$ cat src/rtl/dat_pkg.sv
package dat_pkg;
  localparam int DAT_LA_W      = 16;
  localparam int DAT_PAGE_BITS = 4;
  localparam int DAT_XW        = 8;
  localparam int DAT_IDX_W     = 4;

  // Complement code that maps logical page n onto physical page n
  function automatic logic [DAT_XW-1:0] ident_code(input int unsigned n);
    logic [DAT_XW-1:0] v;
    v = DAT_XW'(n);
    return ~v;
  endfunction

  // Inclusive page-range test used for the RAM window
  function automatic logic page_in_range(input logic [DAT_XW-1:0] pg,
                                         input logic [DAT_XW-1:0] lo,
                                         input logic [DAT_XW-1:0] hi);
    return (pg >= lo) && (pg <= hi);
  endfunction
endpackage

$ cat src/rtl/dat_wr_qual.sv
module dat_wr_qual #(
  parameter int IDX_W = 4,
  parameter int XW    = 8
) (
  input  logic             clk,
  input  logic             rst_n,
  input  logic             e_clk,
  input  logic             q_clk,
  input  logic             rw,
  input  logic             sel,
  input  logic [IDX_W-1:0] addr_lo,
  input  logic [XW-1:0]    din,
  output logic             wr_en,
  output logic [IDX_W-1:0] wr_idx,
  output logic [XW-1:0]    wr_data
);
  logic             e_d;
  logic             pend;
  logic [IDX_W-1:0] idx_q;
  logic [XW-1:0]    dat_q;

  wire e_rise = e_clk & ~e_d;
  wire e_fall = ~e_clk & e_d;
  wire req    = sel & ~rw;
  wire late_e = e_clk & ~q_clk;

  always_ff @(posedge clk) begin
    if (!rst_n) begin
      e_d   <= 1'b0;
      pend  <= 1'b0;
      idx_q <= '0;
      dat_q <= '0;
    end else begin
      e_d <= e_clk;
      if (e_clk) begin
        pend <= e_rise ? req : (pend & req);
        if (late_e) begin
          idx_q <= addr_lo;
          dat_q <= din;
        end
      end else begin
        pend <= 1'b0;
      end
    end
  end

  assign wr_en   = e_fall & pend;
  assign wr_idx  = idx_q;
  assign wr_data = dat_q;


  q_only_no_write_chk: assert property (@(posedge clk) disable iff (!rst_n)
    (!e_clk && !$past(e_clk)) |-> !wr_en);


  rw_glitch_kills_chk: assert property (@(posedge clk) disable iff (!rst_n)
    (e_clk && rw) |=> !pend);
endmodule

$ cat src/rtl/dat_regfile.sv
module dat_regfile
  import dat_pkg::*;
#(
  parameter int IDX_W   = 4,
  parameter int XW      = 8,
  parameter int ENTRIES = 1 << IDX_W
) (
  input  logic             clk,
  input  logic             rst_n,
  input  logic             wr_en,
  input  logic [IDX_W-1:0] wr_idx,
  input  logic [XW-1:0]    wr_data,
  input  logic [IDX_W-1:0] rd_idx,
  output logic [XW-1:0]    rd_page
);
  logic [XW-1:0]         mem [ENTRIES];
  logic [ENTRIES*XW-1:0] mem_flat;

  for (genvar n = 0; n < ENTRIES; n++) begin : g_ent
    wire hit = wr_en && (wr_idx == IDX_W'(n));
    always_ff @(posedge clk) begin
      if (!rst_n)   mem[n] <= XW'(ident_code(n));
      else if (hit) mem[n] <= wr_data;
    end
    assign mem_flat[n*XW +: XW] = mem[n];
  end

  // stored byte is complemented on the way out
  assign rd_page = ~mem[rd_idx];


  entry_written_chk: assert property (@(posedge clk) disable iff (!rst_n)
    wr_en |=> (mem[$past(wr_idx)] == $past(wr_data)));


  idle_map_stable_chk: assert property (@(posedge clk) disable iff (!rst_n)
    !wr_en |=> $stable(mem_flat));
endmodule

$ cat src/rtl/dat_ram_window.sv
module dat_ram_window
  import dat_pkg::*;
#(
  parameter int             XW         = 8,
  parameter logic [XW-1:0]  LO_PAGE    = 8'hC0,
  parameter logic [XW-1:0]  HI_PAGE    = 8'hFD,
  parameter logic [XW-1:0]  HI_PAGE_JP = 8'hFE
) (
  input  logic          clk,
  input  logic          rst_n,
  input  logic [XW-1:0] page,
  input  logic          hi_jmp,
  output logic          hit
);
  logic [XW-1:0] top_page;
  assign top_page = hi_jmp ? HI_PAGE_JP : HI_PAGE;
  assign hit      = page_in_range(page, LO_PAGE, top_page);


  below_window_chk: assert property (@(posedge clk) disable iff (!rst_n)
    hit |-> (page >= LO_PAGE));


  jumper_gates_top_chk: assert property (@(posedge clk) disable iff (!rst_n)
    (!hi_jmp && page > HI_PAGE) |-> !hit);
endmodule

$ cat src/rtl/dat_xlate.sv
module dat_xlate
  import dat_pkg::*;
#(
  parameter int LA_W      = DAT_LA_W,
  parameter int PAGE_BITS = DAT_PAGE_BITS,
  parameter int XW        = DAT_XW,
  parameter int IDX_W     = DAT_IDX_W,
  localparam int OFFS_W   = LA_W - PAGE_BITS,
  localparam int PA_W     = XW + OFFS_W
) (
  input  logic            clk,
  input  logic            rst_n,
  input  logic [LA_W-1:0] log_addr,
  input  logic [XW-1:0]   data_in,
  input  logic            rw,
  input  logic            dat_sel,
  input  logic            e_clk,
  input  logic            q_clk,
  input  logic            hi_ram_jmp,
  output logic [PA_W-1:0] phys_addr,
  output logic            ram_hit
);
  logic             wr_en;
  logic [IDX_W-1:0] wr_idx;
  logic [XW-1:0]    wr_data;
  logic [XW-1:0]    xpage;

  dat_wr_qual #(.IDX_W(IDX_W), .XW(XW)) u_qual (
    .clk(clk), .rst_n(rst_n), .e_clk(e_clk), .q_clk(q_clk), .rw(rw),
    .sel(dat_sel), .addr_lo(log_addr[IDX_W-1:0]), .din(data_in),
    .wr_en(wr_en), .wr_idx(wr_idx), .wr_data(wr_data)
  );

  dat_regfile #(.IDX_W(PAGE_BITS), .XW(XW)) u_rf (
    .clk(clk), .rst_n(rst_n), .wr_en(wr_en),
    .wr_idx(PAGE_BITS'(wr_idx)), .wr_data(wr_data),
    .rd_idx(log_addr[LA_W-1 -: PAGE_BITS]), .rd_page(xpage)
  );

  dat_ram_window #(.XW(XW)) u_win (
    .clk(clk), .rst_n(rst_n), .page(xpage), .hi_jmp(hi_ram_jmp), .hit(ram_hit)
  );

  assign phys_addr = {xpage, log_addr[OFFS_W-1:0]};
endmodule

$ cat config.mk
export PLATFORM = sky130hd
export DESIGN_NAME = dat_xlate
export DESIGN_NICKNAME = d
export VERILOG_FILES = /design/src/rtl/dat_pkg.sv /design/src/rtl/dat_wr_qual.sv /design/src/rtl/dat_regfile.sv /design/src/rtl/dat_ram_window.sv /design/src/rtl/dat_xlate.sv
export SDC_FILE = /design/constraint.sdc
export NUM_CORES = 1
export LEC_CHECK = 0
export BUFFER_PORTS_ARGS = -buffer_cell sky130_fd_sc_hd__buf_4
export CORE_UTILIZATION = 64
export CTS_CLUSTER_DIAMETER = 150
export DETAILED_ROUTE_END_ITERATION = 7
export PLACE_DENSITY = 0.87
export SLEW_MARGIN = 20
export SYNTH_ARGS = -nofsm -noshare
export SYNTH_HDL_FRONTEND = slang
export SYNTH_SLANG_ARGS = --single-unit
$ cat constraint.sdc
create_clock -name clk -period 11.29 [get_ports clk]
set_clock_uncertainty 0.1 [all_clocks]
set_input_delay 2.8225 -clock clk [delete_from_list [all_inputs] [get_ports clk]]
set_output_delay 2.8225 -clock clk [all_outputs]
set_load 0.02 [all_outputs]
After elaboration in Yosys (flattened, before gate mapping)
Memories as Yosys holds them, arrays and structs flattened.
Cells that the tools add are included.
W data, S select, Z words.
- memories kept: 1
- register bits after elaboration: 14
- logic and storage cells: 136
- ROM bits: 0
- output and inout bits: 21
- memory bits (writable): 128
- bits in latches: 0
- bits of input ports: 31
- memory list (memory ; words ; width ; rd ports ; clocked after memory_dff ; wr ports ; line ; RTL):
    u_rf.mem ; 16 ; 8 ; 1 ; 0 ; 16 ; dat_regfile.sv:16 ; logic [XW-1:0] mem [ENTRIES];
- equal/unequal tests: 15
- add/subtract/negate cells: 0
- divide/modulo/power cells: 0
- multipliers: 0
- bitwise operators: 27
- reductions and logical operators: 20
- order comparisons: 2
- shift-type cells: 0
- mux-type cells: 67
- operators with widths (kind ; number):
    $mux W8 ; 16
    $mux W1 ; 50
    $eq A4 B4 Y1 const B ; 8
    $logic_and A1 B1 Y1 ; 17
    $eq A4 B3 Y1 const B ; 4
    $or A1 B1 Y1 ; 16
    $eq A4 B2 Y1 const B ; 2
    $ge A8 B8 Y1 const B ; 1
    $le A8 B8 Y1 ; 1
    $not A8 Y8 ; 1
    $and A1 B1 Y1 ; 6
    $eq A4 B1 Y1 const B ; 1
    $logic_not A4 Y1 ; 1
    $not A1 Y1 ; 4
    $reduce_and A2 Y1 ; 2
    $mux W2 ; 1

Longest topological paths before layout
Gate-level depths: netlist of the first run.
- depth in word-level cells: 8
- mapped depth: 10
- depth with buffers taken out: 8

Cells and area by module
From an unflattened synthesis of the first run, not the netlist that was laid out.
- cells, all modules: 480
- area total of the unflattened synthesis: 6625.1 um2
- by module, submodules not included (module ; cells each ; area an instance (um2) ; times used ; seq. area each (um2)):
    dat_regfile ; 398 ; 5896.9 ; 1 ; 3843.7
    dat_wr_qual ; 60 ; 574.3 ; 1 ; 280.3
    dat_xlate ; 12 ; 90.1 ; 1 ; 0.0
    dat_ram_window ; 10 ; 63.8 ; 1 ; 0.0

Worst setup path before layout of the first run
OpenSTA, ideal clock, no wires.
- path kind: input port to output port
- from: input log_addr[12]
- to: output ram_hit
- setup slack: 3.336 ns
- path buffers: 1
- arrival: 5.031 ns
- cell stages on the path: 8
- required time: 8.368 ns
- cells stage by stage: buf_2 -> mux4_2 -> mux4_2 -> inv_1 -> ha_1 -> a21oi_1 -> nand4_1 -> o211a_1
- longest elaborated chain between the ends: 4
- elaborated cells on any way between the ends: 5
- those cells by class: 2 x order compare; 1 x bitwise; 1 x reduce/logical; 1 x memory
- RTL lines (item ; line ; RTL):
    from (decl) ; dat_xlate.sv:13 ; input logic [LA_W-1:0] log_addr,
    $mem_v2 Z16 W8 * ; -- ;
    $not A8 Y8 * ; dat_regfile.sv:29 ; assign rd_page = ~mem[rd_idx];
    net phys_addr[13] ; dat_xlate.sv:20 ; output logic [PA_W-1:0] phys_addr,
    $ge A8 B8 Y1 or $le A8 B8 Y1 (tied branches) ; dat_pkg.sv:18 ; return (pg >= lo) && (pg <= hi);
    $logic_and A1 B1 Y1 * ; dat_pkg.sv:18 ;
    to (decl) ; dat_xlate.sv:21 ; output logic ram_hit
Mark *: on every way through the listed nets, which the timed path passes. The rest lies on a longest branch.

Final worst setup path of the first run
- from: input log_addr[12]
- to: output ram_hit
- longest elaborated chain between the ends: 4
- elaborated cells on any way between the ends: 5
- those cells by class: 2 x order compare; 1 x bitwise; 1 x reduce/logical; 1 x memory
- RTL lines (item ; line):
    $mem_v2 Z16 W8 * ; --
    $not A8 Y8 * ; dat_regfile.sv:29
    $ge A8 B8 Y1 or $le A8 B8 Y1 (tied branches) ; dat_pkg.sv:18
    $logic_and A1 B1 Y1 * ; dat_pkg.sv:18
Mark *: on every way between the ends. The rest lies on a longest branch, timed or not.

==> load_flow_metrics.sql, run 1 <==
INSERT INTO impl_metrics (metric_group, metric, value, unit) VALUES
('clock_network', 'total_of_hold_buffers_inserted_after_clock_tree_synthesis', '0', ''),
('place', 'port_buffers', '35', ''),
('synth', 'synth_seq_cells', '142', ''),
('synth', 'yosysTopAreaCellShare', '58.4', '%'),
('global_routing', 'global_route.overflow_total', '0', ''),
('synth', 'netlist-cell-type-count', '29', ''),
('synth', 'synth-async-reset-ratio', '0', '%'),
('floorplanning', 'design.die.area', '10700', 'um2'),
('pwr', 'power.static_leakage', '2.15', 'nW'),
('clock_network', 'cts-root-buf', 'sky130_fd_sc_hd__clkbuf_8', ''),
('routing', 'drtIter0Drc', '646', ''),
('finish', 'drive_above_1_share', '24.4', '%'),
('routing', 'drt_drc_violations_left', '0', ''),
('sta', 'finalSetupTns', '0', 'ns'),
('floorplanning', 'num_rows', '36', ''),
('floorplanning', 'pin_count', '52', ''),
('routing', 'post_drt_wl_per_cell', '23.8', 'um'),
('finish', 'final-instance-count-excl-fill', '649', ''),
('finish', 'num-fill-cells', '537', ''),
('floorplanning', 'die_height', '103', 'um'),
('synth', 'synth_area_leaders', 'sky130_fd_sc_hd__edfxtp_1 (58%), sky130_fd_sc_hd__mux4_2 (12%), sky130_fd_sc_hd__or3_1 (6.8%)', ''),
('global_routing', 'antenna_violations_before_repair', '0', ''),
('clock_network', 'htreeDepth', '4', ''),
('synth', 'number_of_synthesized_flops_with_an_enable_pin', '128', ''),
('sta', 'period_needed', '8.47', 'ns'),
('global_routing', 'gr-usage-all-layers', '31.9', '%'),
('routing', 'ant_nets', '0', ''),
('synth', 'synthCells', '492', ''),
('routing', 'drt_pre_antenna_iters', '6', ''),
('routing', 'per_cell_via_count_in_the_routed_design', '6.72', ''),
('setup_path', 'critical_path.startpoint_type', 'primary input', ''),
('clock_network', 'clkSlewWorstSetupHoldPaths', '0.06', 'ns'),
('setup_path', 'crit_path_end_kind', 'primary output', ''),
('global_routing', 'globalRoute.busiestLayer', 'met2', ''),
('synth', 'avgSynthCellArea', '13.4', 'um2'),
('clock_network', 'clock_latency', '0.53', 'ns'),
('finish', 'finalNetCount', '536', ''),
('setup_path', 'worstPathMaxFanout', '31', ''),
('sta', 'fmax', '0.118', 'GHz'),
('synth', 'synthesis.area', '6580', 'um2'),
('clock_network', 'post-cts-setup-buffer-count', '0', ''),
('sta', 'timing.max_slew.rel_slack', '24.8', '%'),
('setup_path', 'cp.required', '8.37', 'ns'),
('finish', 'antenna_cells', '0', ''),
('clock_network', 'cts_tree', 'done', ''),
('place', 'place_inst', '617', ''),
('floorplanning', 'core-area', '9860', 'um2'),
('routing', 'route.final.wire_length', '15400', 'um'),
('global_routing', 'grt_use_met3', '7.93', '%'),
('run', 'max_cap_viol_count', '0', ''),
('synth', 'yosysMostFrequentCell', 'sky130_fd_sc_hd__edfxtp_1', ''),
('global_routing', 'grt_start_max_net_pins', '36', ''),
('status', 'outcome', 'finished, final reports clean', ''),
('setup_path', 'crit_arrival', '5.54', 'ns'),
('sta', 'setup_violations', '0', ''),
('global_routing', 'global_route.usage.met1', '44.4', '%'),
('floorplanning', 'start_util', '66.7', '%'),
('global_routing', 'grt_pass1_vias', '4100', ''),
('synth', 'post-synth-top-area-cell', 'sky130_fd_sc_hd__edfxtp_1', ''),
('synth', 'synth.net_count', '525', ''),
('place', 'detailed_place_hpwl', '9080', 'um'),
('routing', 'detailroute.via_count', '4363', ''),
('clock_network', 'cts_resized', '0', ''),
('sta', 'worstMarginPinSlew', '1.13', 'ns'),
('pwr', 'cellPowerDensity', '168', 'nW/um2'),
('global_routing', 'grt_util_met2', '50.1', '%'),
('sta', 'drv_slew', '0', ''),
('hold_path', 'hold_path_class', 'flop to flop', ''),
('clock_network', 'clock-sinks', '142', ''),
('clock_network', 'cts_max_path_buffers', '2', ''),
('sta', 'grt_setup_unrepaired', 'no', '');
-- final timing paths --
check,from,end,slack [ns],depth (start not counted)
worst max-delay path,log_addr[12],ram_hit,2.82,9
worst min-delay path,u_qual.wr_idx[0],u_qual.wr_idx[0],0.42,2
worst max register to register,u_qual.pend,u_rf.mem[0][3],8.48,3
worst min register to register,u_qual.wr_idx[0],u_qual.wr_idx[0],0.42,2
-- power breakdown --
group	internal, mW	switching, mW
Combinational	0.0299	0.0468
Clock	0.363	0.225
Sequential	0.579	0.00758
-- cells in the final DEF (no fill, tap or decap), types with 4 or more instances in the layout --
| cell | instances |
|---|---|
| sky130_fd_sc_hd__nand2_1 | 56 |
| sky130_fd_sc_hd__clkbuf_16 | 16 |
| sky130_fd_sc_hd__a21boi_0 | 12 |
| sky130_fd_sc_hd__nand3_1 | 6 |
| sky130_fd_sc_hd__o21ai_1 | 7 |
| sky130_fd_sc_hd__clkinv_4 | 4 |
| sky130_fd_sc_hd__buf_4 | 48 |
| sky130_fd_sc_hd__edfxtp_1 | 128 |
| sky130_fd_sc_hd__inv_1 | 10 |
| sky130_fd_sc_hd__bufinv_16 | 4 |
| sky130_fd_sc_hd__or3_1 | 71 |
| sky130_fd_sc_hd__o21ai_0 | 11 |
| sky130_fd_sc_hd__nor2_1 | 19 |
| sky130_fd_sc_hd__dfxtp_1 | 14 |
| sky130_fd_sc_hd__nand2b_1 | 9 |
| sky130_fd_sc_hd__or2_2 | 8 |
| sky130_fd_sc_hd__mux4_2 | 34 |
| sky130_fd_sc_hd__mux2_2 | 4 |
| sky130_fd_sc_hd__nor3_1 | 25 |
-- final cells by class --
class / instances / area (um2) / share of cell area, %
Inverter: 10 / 37.5 / 0.504
Clock buffer: 17 / 414 / 5.56
Clock inverter: 15 / 210 / 2.82
Tap cell: 133 / 166 / 2.23
Multi-Input combinational cell: 284 / 2140 / 28.7
Timing Repair Buffer: 48 / 360 / 4.83
Sequential cell: 142 / 4120 / 55.3
-- stage by stage --
stage	utilization, %	power, mW	area (um2)	worst slack [ns]
after global placement	69.2	0.669	6830	2.95
after global routing	75.6	1.28	7450	2.71
after floorplan	-	0.647	6580	3.34
after detailed placement	69.2	0.672	6830	2.89
final	75.6	1.25	7450	2.82
after CTS	75.6	1.25	7450	2.86
-- registers in the layout, indices dropped and copies added, names as in the netlist --
signal,flops
u_qual.pend,1
u_qual.e_d,1
u_qual.wr_data,8
u_qual.wr_idx,4
u_rf.mem,128
-- logic make-up (layout without fill, tap and decap cells) --
kind of cell             after synthesis  count (layout)  share of synthesized area [%]
AO/OA/AOI/OAI                         36              36                           3.39
adder cells (fa/ha/maj)                2               2                          0.380
buffers and inverters                 66              90                           4.76
AND/OR/NAND/NOR                      208             208                           16.5
multiplexers                          38              38                           12.3
flip-flops                           142             142                           62.7
-- critical path: stages --
cell and delay (ns):
sky130_fd_sc_hd__buf_4 0.48, sky130_fd_sc_hd__mux4_2 0.58, sky130_fd_sc_hd__mux4_2 0.47, sky130_fd_sc_hd__inv_1 0.09, sky130_fd_sc_hd__ha_1 0.24, sky130_fd_sc_hd__a21oi_1 0.15
sky130_fd_sc_hd__nand4_1 0.21, sky130_fd_sc_hd__o211a_1 0.30, sky130_fd_sc_hd__buf_4 0.17
-- routing by layer --
metal	vias to the layer above	wire [um]	part of all wire (%)
met5	-	0	0
met4	0	398	2.6
met3	47	2090	14
met2	378	7570	49
met1	2087	5370	35
li1	1851	-	-
Power figures use the tool's default switching activity.
==> inputs of run 2 (changes only) <==
--- a/config.mk
+++ b/config.mk
@@ -5,11 +5,12 @@
 export SDC_FILE = /design/constraint.sdc
 export NUM_CORES = 1
 export LEC_CHECK = 0
+export ABC_AREA = 1
 export BUFFER_PORTS_ARGS = -buffer_cell sky130_fd_sc_hd__buf_4
-export CORE_UTILIZATION = 64
+export CORE_UTILIZATION = 60
 export CTS_CLUSTER_DIAMETER = 150
 export DETAILED_ROUTE_END_ITERATION = 7
-export PLACE_DENSITY = 0.87
+export PLACE_DENSITY = 0.83
 export SLEW_MARGIN = 20
 export SYNTH_ARGS = -nofsm -noshare
 export SYNTH_HDL_FRONTEND = slang
==> constraint.sdc (replaced) <==
create_clock -name clk -period 8.4 [get_ports clk]
set_clock_uncertainty 0.1 [all_clocks]
set_input_delay 2.1 -clock clk [delete_from_list [all_inputs] [get_ports clk]]
set_output_delay 2.1 -clock clk [all_outputs]
set_load 0.02 [all_outputs]
==> run 2 against run 1 <==
Compared with the run above:
- total power increased by 32%
- wire length is 8.1% higher
- synthesized area grew 2.5%
- first-iteration DRC count shrank 1.4%
- synthesized cell count increased by 48%
- critical path depth increased by 5
- non-clock buffer count decreased by 13
- hold slack worse by 0.0039 ns
- cell area is 0.37% higher
- highest routed layer unchanged
==> load_flow_metrics.sql, run 2 <==
INSERT INTO impl_metrics (metric_group, metric, value, unit) VALUES
('status', 'outcome', 'finished, final reports clean', ''),
('routing', 'per_cell_via_count_in_the_routed_design', '5.94', ''),
('pwr', 'peakVddDrop', '0.000127', 'V'),
('setup_path', 'crit_path_end_kind', 'primary output', ''),
('setup_path', 'critical_path.startpoint_type', 'primary input', ''),
('floorplanning', 'num_rows', '38', ''),
('floorplanning', 'die_height', '108', 'um'),
('setup_path', 'critical_path.slowest_cell', 'sky130_fd_sc_hd__inv_2', ''),
('routing', 'route.final.wire_length', '16700', 'um'),
('synth', 'ys_warn_count', '0', ''),
('clock_network', 'cts_buffers', '17', ''),
('clock_network', 'clkSlewWorstSetupHoldPaths', '0.06', 'ns'),
('synth', 'yosysMostFrequentCell', 'sky130_fd_sc_hd__nand2_1', ''),
('pwr', 'cellPowerDensity', '220', 'nW/um2'),
('clock_network', 'total_of_hold_buffers_inserted_after_clock_tree_synthesis', '0', ''),
('synth', 'synthesis.area', '6740', 'um2'),
('clock_network', 'cts_tree', 'done', ''),
('global_routing', 'gr-usage-all-layers', '30.9', '%'),
('finish', 'finish.instance_area', '7480', 'um2'),
('place', 'worst_slack_after_detailed_placement', '1.46', 'ns'),
('synth', 'synthCells', '729', ''),
('finish', 'area_of_combinational_cells_with_multiple_inputs', '2010', 'um2'),
('sta', 'worstMarginPinSlew', '1.01', 'ns'),
('global_routing', 'global_route.overflow_total', '0', ''),
('synth', 'postSynth.topFlopCell', 'sky130_fd_sc_hd__edfxtp_1', ''),
('floorplanning', 'pin_count', '52', ''),
('place', 'gpl.final_weighted_congestion', '0.912', ''),
('floorplanning', 'die_x', '108', 'um'),
('finish', 'max_flop_register', 'u_rf.mem', ''),
('synth', 'ys_seq_area_share', '61.2', '%'),
('synth', 'synth-async-reset-ratio', '0', '%'),
('pwr', 'power.static_leakage', '2.69', 'nW'),
('setup_path', 'timing.critical_path.max_delay_family', 'buffers and inverters', ''),
('routing', 'post_drt_wl_per_cell', '18.9', 'um'),
('finish', 'commonest_cells_after_routing_fill_and_taps_aside', 'sky130_fd_sc_hd__nand2_1 (208), sky130_fd_sc_hd__edfxtp_1 (128), sky130_fd_sc_hd__nor2_1 (87)', ''),
('routing', 'drtIter0Drc', '637', ''),
('pwr', 'pwr-share-comb', '7.7', '%'),
('finish', 'p_r_area_growth_vs_syn', '11.0', '%'),
('setup_path', 'crit_buf_inv', '4', ''),
('clock_network', 'clock_latency', '0.53', 'ns'),
('sta', 'timing.final.ws_setup', '1.42', 'ns'),
('global_routing', 'global_route_wire_length_before_repair', '26200', 'um'),
('global_routing', 'grt_pass1_vias', '5048', ''),
('sta', 'timing.max_slew.rel_slack', '31.7', '%'),
('hold_path', 'hold_path_class', 'flop to flop', ''),
('synth', 'synth_seq_cells', '142', ''),
('finish', 'num-fill-cells', '811', ''),
('floorplanning', 'design.die.area', '11700', 'um2'),
('sta', 'final-hold-violation-count', '0', ''),
('clock_network', 'post-cts-setup-buffer-count', '0', ''),
('routing', 'drt_drc_violations_left', '0', ''),
('sta', 'period_needed', '6.98', 'ns'),
('pwr', 'net_switching_share_of_the_total_power', '22.7', '%'),
('clock_network', 'cts_max_path_buffers', '2', ''),
('clock_network', 'htreeDepth', '4', ''),
('sta', 'finalSetupTns', '0', 'ns'),
('place', 'post_detailed_placement_cell_area', '6880', 'um2'),
('finish', 'drive_above_1_share', '10.9', '%'),
('setup_path', 'cp_slowest_stage_delay', '0.56', 'ns'),
('setup_path', 'crit_arrival', '4.78', 'ns'),
('clock_network', 'cts_resized', '0', ''),
('sta', 'drv_slew', '0', ''),
('global_routing', 'antenna_violations_before_repair', '0', ''),
('finish', 'finalNetCount', '764', ''),
('pwr', 'power_internal', '1.28', 'mW'),
('finish', 'seqCellArea', '4120', 'um2'),
('setup_path', 'critical_path_class', 'primary input to primary output', ''),
('setup_path', 'critPathMostFrequentCell', 'sky130_fd_sc_hd__nand2_1', ''),
('routing', 'drt_pre_antenna_iters', '5', ''),
('synth', 'synth.net_count', '762', ''),
('run', 'max_cap_viol_count', '0', ''),
('finish', 'most_common_cell_after_layout_fill_and_taps_aside', 'sky130_fd_sc_hd__nand2_1', ''),
('synth', 'netlist-cell-type-count', '24', ''),
('synth', 'netlist_top_cells_count', 'sky130_fd_sc_hd__nand2_1 (208), sky130_fd_sc_hd__edfxtp_1 (128), sky130_fd_sc_hd__nor2_1 (87)', ''),
('global_routing', 'grt_start_max_net_pins', '73', ''),
('finish', 'antenna_cells', '0', ''),
('finish', 'largest_register_ffs', '128', ''),
('routing', 'detailroute.via_count', '5250', ''),
('routing', 'ant_nets', '0', ''),
('setup_path', 'cp_cell_sequence', 'buf_4 > inv_2 > o21ai_0 > o221ai_1 > o211ai_1 > nand2_1 > ha_1 > nand2_1 > o21ai_0 > nor2_1 > nand3_1 > nand2_1 > inv_1 > buf_4', ''),
('hold_path', 'whs_path_depth', '2', ''),
('synth', 'number_of_synthesized_flops_with_an_enable_pin', '128', ''),
('sta', 'grt_setup_unrepaired', 'no', ''),
('setup_path', 'reg2reg_depth', '4', ''),
('pwr', 'power.share.clock', '44.9', '%'),
('setup_path', 'cp.required', '6.20', 'ns'),
('floorplanning', 'start_util', '61.9', '%'),
('synth', 'synth_area_leaders', 'sky130_fd_sc_hd__edfxtp_1 (57%), sky130_fd_sc_hd__nand2_1 (12%), sky130_fd_sc_hd__nor2_1 (4.8%)', ''),
('synth', 'avgSynthCellArea', '9.25', 'um2'),
('floorplanning', 'core-area', '10900', 'um2'),
('synth', 'post-synth-top-area-cell', 'sky130_fd_sc_hd__edfxtp_1', ''),
('place', 'detailed_place_hpwl', '10600', 'um'),
('sta', 'fin_crit_sh', '83.1', '%'),
('clock_network', 'cts-root-buf', 'sky130_fd_sc_hd__clkbuf_8', ''),
('pwr', 'switchingPower', '0.374', 'mW'),
('synth', 'yosysTopAreaCellShare', '57.0', '%'),
('pwr', 'sequentialPowerShare', '47.4', '%'),
('sta', 'fmax', '0.143', 'GHz'),
('setup_path', 'path_depth', '14', ''),
('clock_network', 'clock-sinks', '142', ''),
('place', 'port_buffers', '35', ''),
('setup_path', 'worstPathMaxFanout', '72', ''),
('sta', 'setup_violations', '0', '');
==> run 2: changes by cell type after synthesis, sizes merged, moves of 43 or more <==
cell	before	now
or3	71	0
nor2	19	95
inv	10	74
nand3	6	49
nand2	56	208
==> run 2: cells by family after synthesis <==
| family | share of synthesized area, % |
|---|---|
| adders and majority gates | 0.371 |
| and+or+nand+nor | 22.0 |
| AOI/OAI and AO/OA | 7.39 |
| buffers and inverters | 9.02 |
| DFF | 61.2 |
==> run 2: layer usage <==
| metal | part of all wire [%] | track usage, % | vias to the layer above |
|---|---|---|---|
| met4 | 3.9 | 16.2 | 0 |
| met2 | 48 | 49.0 | 328 |
| li1 | - | - | 2388 |
| met1 | 38 | 39.7 | 2471 |
| met5 | 0 | 0 | - |
| met3 | 10 | 7.23 | 63 |
==> run 2: path summary, 6_finish.rpt <==
kind	startpoint	endpoint	slack, ns
min	u_qual.pend	u_qual.pend	0.42
min reg2reg	u_qual.pend	u_qual.pend	0.42
max	log_addr[12]	ram_hit	1.42
max reg2reg	u_qual.wr_idx[0]	u_rf.mem[15][6]	6.25
==> run 2: layout make-up <==
cell class / instances / area share, %
Multi-Input combinational cell: 452 / 26.9
Clock buffer: 30 / 7.84
Timing Repair Buffer: 35 / 3.51
Sequential cell: 142 / 55.1
Inverter: 83 / 4.16
Clock inverter: 2 / 0.151
Tap cell: 140 / 2.34
==> run 2: metrics by stage <==
step | std cells | util [%] | power (mW) | hold WS [ns]
floorplan | 729 | - | 0.886 | 0.377
global placement | 852 | 63.2 | 0.918 | 0.391
detailed placement | 852 | 63.2 | 0.921 | 0.409
CTS | 884 | 68.7 | 1.64 | 0.420
global route | 884 | 68.7 | 1.69 | 0.438
finish | 884 | 68.7 | 1.65 | 0.421
==> run 2: worst min-delay path, stage by stage, from the launching register on <==
cell and delay (ns):
sky130_fd_sc_hd__dfxtp_1 0.32, sky130_fd_sc_hd__nor2_1 0.10, sky130_fd_sc_hd__nor4b_1 0.05
==> run 2: power groups by stage <==
stage                     Combinational (mW)  Sequential (mW)  Clock (mW)
after global routing                   0.139            0.782       0.765
after floorplan                       0.0910            0.795           0
after global placement                 0.122            0.796           0
after detailed placement               0.125            0.796           0
after CTS                              0.126            0.782       0.734
final                                  0.127            0.782       0.740
